$ cat config.mk
export PLATFORM = sky130hd
export DESIGN_NAME = msi_vec_aggr
export DESIGN_NICKNAME = d
export VERILOG_FILES = /design/src/rtl/msi_vec_aggr.sv
export SDC_FILE = /design/constraint.sdc
export NUM_CORES = 1
export LEC_CHECK = 0
export ABC_AREA = 1
export BUFFER_PORTS_ARGS = -buffer_cell sky130_fd_sc_hd__buf_2
export CORE_ASPECT_RATIO = 1.5
export CORE_UTILIZATION = 55
export DETAILED_ROUTE_END_ITERATION = 16
export GPL_ROUTABILITY_DRIVEN = 0
export HOLD_SLACK_MARGIN = 0.08
export PLACE_DENSITY = 0.84
export SKIP_LAST_GASP = 1
export SYNTH_ARGS = -nofsm -noshare
export SYNTH_HDL_FRONTEND = slang
export SYNTH_SLANG_ARGS = --single-unit
$ cat constraint.sdc
create_clock -name clk -period 2 [get_ports clk]
set_input_delay 0.4 -clock clk [delete_from_list [all_inputs] [get_ports clk]]
set_output_delay 0.4 -clock clk [all_outputs]
set_load 0.1 [all_outputs]
$ cat src/rtl/msi_vec_aggr.sv
module msi_vec_aggr #(
  parameter int NUM_VEC = 32,
  parameter int VW_AW   = 8
) (
  input  logic             clk,
  input  logic             rst_n,
  input  logic             msg_valid,
  output logic             msg_ready,
  input  logic [VW_AW-1:0] msg_addr,
  input  logic [31:0]      msg_data,
  input  logic             ack_valid,
  output logic             ack_ready,
  input  logic [VW_AW-1:0] ack_addr,
  output logic             ack_rvalid,
  output logic [31:0]      ack_rdata,
  input  logic             reg_valid,
  output logic             reg_ready,
  input  logic             reg_write,
  input  logic [3:0]       reg_addr,
  input  logic [31:0]      reg_wdata,
  output logic             reg_rvalid,
  output logic [31:0]      reg_rdata,
  output logic             irq
);
  localparam int SLOT_W = VW_AW - 2;
  localparam logic [NUM_VEC-1:0] ONE = NUM_VEC'(1);

  logic [NUM_VEC-1:0] pend_q, mask_q, mask_nx, msg_hot, ack_hot, set_vec, clr_vec;
  logic [1:0]         err_q, err_set, err_clr;
  logic [SLOT_W-1:0]  msg_slot, ack_slot;
  logic               msg_in, ack_in, data_ok, reg_ok, wr_mask, wr_err;
  logic [31:0]        rd_mux;

  assign msg_ready = 1'b1;
  assign ack_ready = 1'b1;
  assign reg_ready = 1'b1;

  assign msg_slot = msg_addr[VW_AW-1:2];
  assign ack_slot = ack_addr[VW_AW-1:2];
  assign msg_in   = (msg_addr[1:0] == 2'b00) && (32'(msg_slot) < 32'(NUM_VEC));
  assign ack_in   = (ack_addr[1:0] == 2'b00) && (32'(ack_slot) < 32'(NUM_VEC));
  assign data_ok  = msg_data == 32'(msg_slot);
  assign msg_hot  = msg_in ? (ONE << msg_slot) : '0;
  assign ack_hot  = ack_in ? (ONE << ack_slot) : '0;

  assign set_vec  = (msg_valid && data_ok) ? (msg_hot & mask_q) : '0;
  assign clr_vec  = ack_valid ? ack_hot : '0;

  assign reg_ok   = reg_valid && (reg_addr[1:0] == 2'b00);
  assign wr_mask  = reg_ok && reg_write && (reg_addr[3:2] == 2'd2);
  assign wr_err   = reg_ok && reg_write && (reg_addr[3:2] == 2'd1);
  assign mask_nx  = wr_mask ? reg_wdata[NUM_VEC-1:0] : mask_q;

  assign err_set  = msg_valid ? {!msg_in, msg_in && !data_ok} : 2'b00;
  assign err_clr  = wr_err ? reg_wdata[1:0] : 2'b00;

  always_comb begin
    rd_mux = '0;
    if (reg_ok) begin
      case (reg_addr[3:2])
        2'd0:    rd_mux = 32'(pend_q);
        2'd1:    rd_mux = 32'(err_q);
        2'd2:    rd_mux = 32'(mask_q);
        default: rd_mux = '0;
      endcase
    end
  end

  always_ff @(posedge clk) begin
    if (!rst_n) begin
      pend_q     <= '0;
      mask_q     <= '0;
      err_q      <= '0;
      ack_rvalid <= 1'b0;
      ack_rdata  <= '0;
      reg_rvalid <= 1'b0;
      reg_rdata  <= '0;
    end else begin
      pend_q     <= ((pend_q & ~clr_vec) | set_vec) & mask_nx;
      mask_q     <= mask_nx;
      err_q      <= (err_q & ~err_clr) | err_set;
      ack_rvalid <= ack_valid;
      ack_rdata  <= {31'b0, ack_valid && |(pend_q & ack_hot)};
      reg_rvalid <= reg_valid && !reg_write;
      reg_rdata  <= (reg_valid && !reg_write) ? rd_mux : '0;
    end
  end

  assign irq = |pend_q;
endmodule

==> out/metrics.cfg <==
[sta]
drv_slew = 0
finalSetupViolations = 1
max_freq_ghz = 0.489
rsz0062_at_grt = true
tightest_slew_ns = 0.665
min_period_over_period_pct = 102
relSlewSlack_pct = 55.7
hold_violations = 0
finClkSkew_ns = 0.00665
fin_crit_ns = 2.04
fin_ws_ns = -0.0443

[worst_setup_path]
end_kind = output port
required_ns = 1.60
crit_type = reg -> out
path_cells = inv_2 -> nand4_1 -> nor4_2 -> nand4_1 -> buf_12
cp.arrival_ns = 1.64
worst_path_most_repeated_cell = nand4_1
crit_slowest_cell = dfxtp_2
cp_max_fo = 3
slowest_delay_ns = 0.34
startpoint_type = register

[cells_and_area]
n_fill_cell = 881
final_cell_mix = buf_2 (124), inv_1 (101), dfxtp_1 (97), nand2_1 (92), nor2_1 (85)
fin_cells = 1003
drive_gt1_share_pct = 22.1
layout_commonest_cell = buf_2
antennaDiodeCount = 0
finalNetCount = 973
fin_util_pct = 65.5
syn_to_final_growth_pct = 15.9

[floorplanning]
die-area_um2 = 10300
ios = 160
chipWidth_um = 83.3
core_um2 = 9630
initial_core_util_pct = 56.5
rows = 44
die_h_um = 124

[run_status]
status = complete, but fails checks
violations = setup timing

[global_routing]
grt_use_met2_pct = 53.4
antenna_found_initial = 0
overflow = 0
use_met3_pct = 4.57
grt_pass1_vias = 5106
grt_most_used_layer = met2
grt_pass1_wl_um = 24300
grt_use_total_pct = 30.3
grt_max_degree = 65
use_met1_pct = 33.0

[route]
dr.first_iter.drc_count = 456
ant_nets = 0
wl_per_cell_um = 15.5
drc_errors = 0
routed_wl_um = 15600
num_vias = 5643
dr.pass1.iters = 6
via_per_inst = 5.63

[clock_tree]
cts-htree-levels = 3
cts_max_path_buffers = 2
cts_buffers = 9
hold_buffers = 0
clk_pin_slew_worst_paths_ns = 0.07
clock_sinks = 101
cts_tree = built
root_buffer = clkbuf_16
clock_latency_ns = 0.36

[placement]
hpwl_um = 11300
portBuffers = 125
dp_cells = 986

[yosys]
syn_area_um2 = 5450
seq_area_frac_synth_pct = 37.1
yosysTopAreaCellShare_pct = 37.1
yosys_warnings = 0
synth_area_leaders = dfxtp_1 (37%), inv_1 (7.6%), nand2_1 (6.3%), nand3_1 (6.0%), nand4_1 (5.9%)
yosysUniqueCellTypes = 34
ys_seq_elements = 101
netlist_instances = 780
synth_area_per_cell_um2 = 6.98
yosysTopAreaCell = dfxtp_1

[min_path]
hold_class = in -> reg

[pwr]
p_per_area_nw_per_um2 = 709
leakage_nw = 2.45
vdd_drop_max_v = 0.000784

[flow_run]
cap_violations = 0

## cell usage after synthesis
| library cell | n |
|---|---|
| a21boi_1 | 32 |
| a21oi_1 | 34 |
| a21oi_2 | 1 |
| buf_1 | 1 |
| buf_2 | 10 |
| buf_4 | 41 |
| buf_6 | 6 |
| clkbuf_1 | 19 |
| clkbuf_4 | 2 |
| conb_1 | 2 |
| dfxtp_1 | 101 |
| inv_1 | 111 |
| inv_2 | 10 |
| nand2_1 | 92 |
| nand3_1 | 65 |
| nand3_2 | 2 |
| nand4_1 | 51 |
| nand4_2 | 2 |
| nor2_1 | 85 |
| nor2_2 | 5 |
| nor2_4 | 1 |
| nor3_1 | 28 |
| nor3_2 | 1 |
| nor3_4 | 2 |
| nor3b_1 | 1 |
| nor4_1 | 3 |
| o21a_1 | 1 |
| o21ai_0 | 7 |
| o21ai_1 | 29 |
| o221ai_1 | 2 |
| o22ai_1 | 30 |
| or2_1 | 1 |
| xnor2_1 | 1 |
| xnor2_2 | 1 |
## report_power, final
group	switching [mW]	total (mW)	internal [mW]
clock	0.830	1.82	0.986
combinational	0.513	0.638	0.125
sequential	0.00351	2.03	2.02
## area by class of cell
class | instances | area (um^2) | area share (%)
Multi-Input combinational cell | 511 | 2590 | 41.0
Sequential cell | 101 | 2030 | 32.1
Timing Repair Buffer | 139 | 796 | 12.6
Inverter | 121 | 454 | 7.19
Clock buffer | 9 | 225 | 3.57
Tap cell | 115 | 144 | 2.28
Clock inverter | 7 | 81.3 | 1.29
## critical path, delay by kind of cell (launching register included)
kind                   cells  cell delay, ns
buffers and inverters      2            0.28
flip-flops                 1            0.34
AND/OR/NAND/NOR            3            0.67
## per-layer routing
metal,wire length [um],vias up,share of wire (%)
met4,1100,0,7.0
met5,0,-,0
met2,7560,329,49
met3,1340,77,8.6
li1,-,2718,-
met1,5560,2519,36
## path summary, 6_finish.rpt
check             slack (ns)  cells past startpoint                      end                   from
setup / recovery       -0.04                      5                      irq  pend_q[26]$_SDFF_PN0_
hold / removal          0.27                      2    reg_rvalid$_SDFF_PN0_              reg_write
setup reg to reg        0.87                      7  ack_rdata[0]$_SDFF_PN0_  pend_q[25]$_SDFF_PN0_
hold reg to reg         0.48                      2    pend_q[27]$_SDFF_PN0_  pend_q[27]$_SDFF_PN0_
## state kept, by name (all words and copies together) (netlist names)
name        count
ack_rdata       1
ack_rvalid      1
err_q           2
mask_q         32
pend_q         32
reg_rdata      32
reg_rvalid      1
## cell families (layout without fill, tap and decap cells)
family | after synthesis | count (layout) | synth area share (%)
compound gates | 136 | 136 | 14.9
xor+xnor | 2 | 2 | 0.459
buf+inv | 200 | 276 | 17.8
flops | 101 | 101 | 37.1
other cells | 2 | 34 | 0.138
simple gates | 339 | 339 | 29.6
## through the flow
step,TNS [ns],hold slack (ns),instance area (um^2),power [mW],setup slack (ns)
after floorplan,-0.0300,0.448,5570,2.60,-0.0300
after global placement,0,0.467,5970,2.70,0.253
after detailed placement,0,0.472,5970,2.70,0.275
after CTS,0,0.268,6280,4.47,0.00996
after global routing,-0.0952,0.289,6310,4.60,-0.0952
final,-0.0443,0.269,6310,4.48,-0.0443
## what timing repair did
item                                    in CTS  in global routing
cloned                                       0                  0
endpoints found under the setup margin       1                  1
setup buffers                                0                  1
resized for setup                            2                 18
pin swaps                                    0                  4
endpoints found under the hold margin        0                  0
No activity file was read; power rests on OpenSTA's default activity.
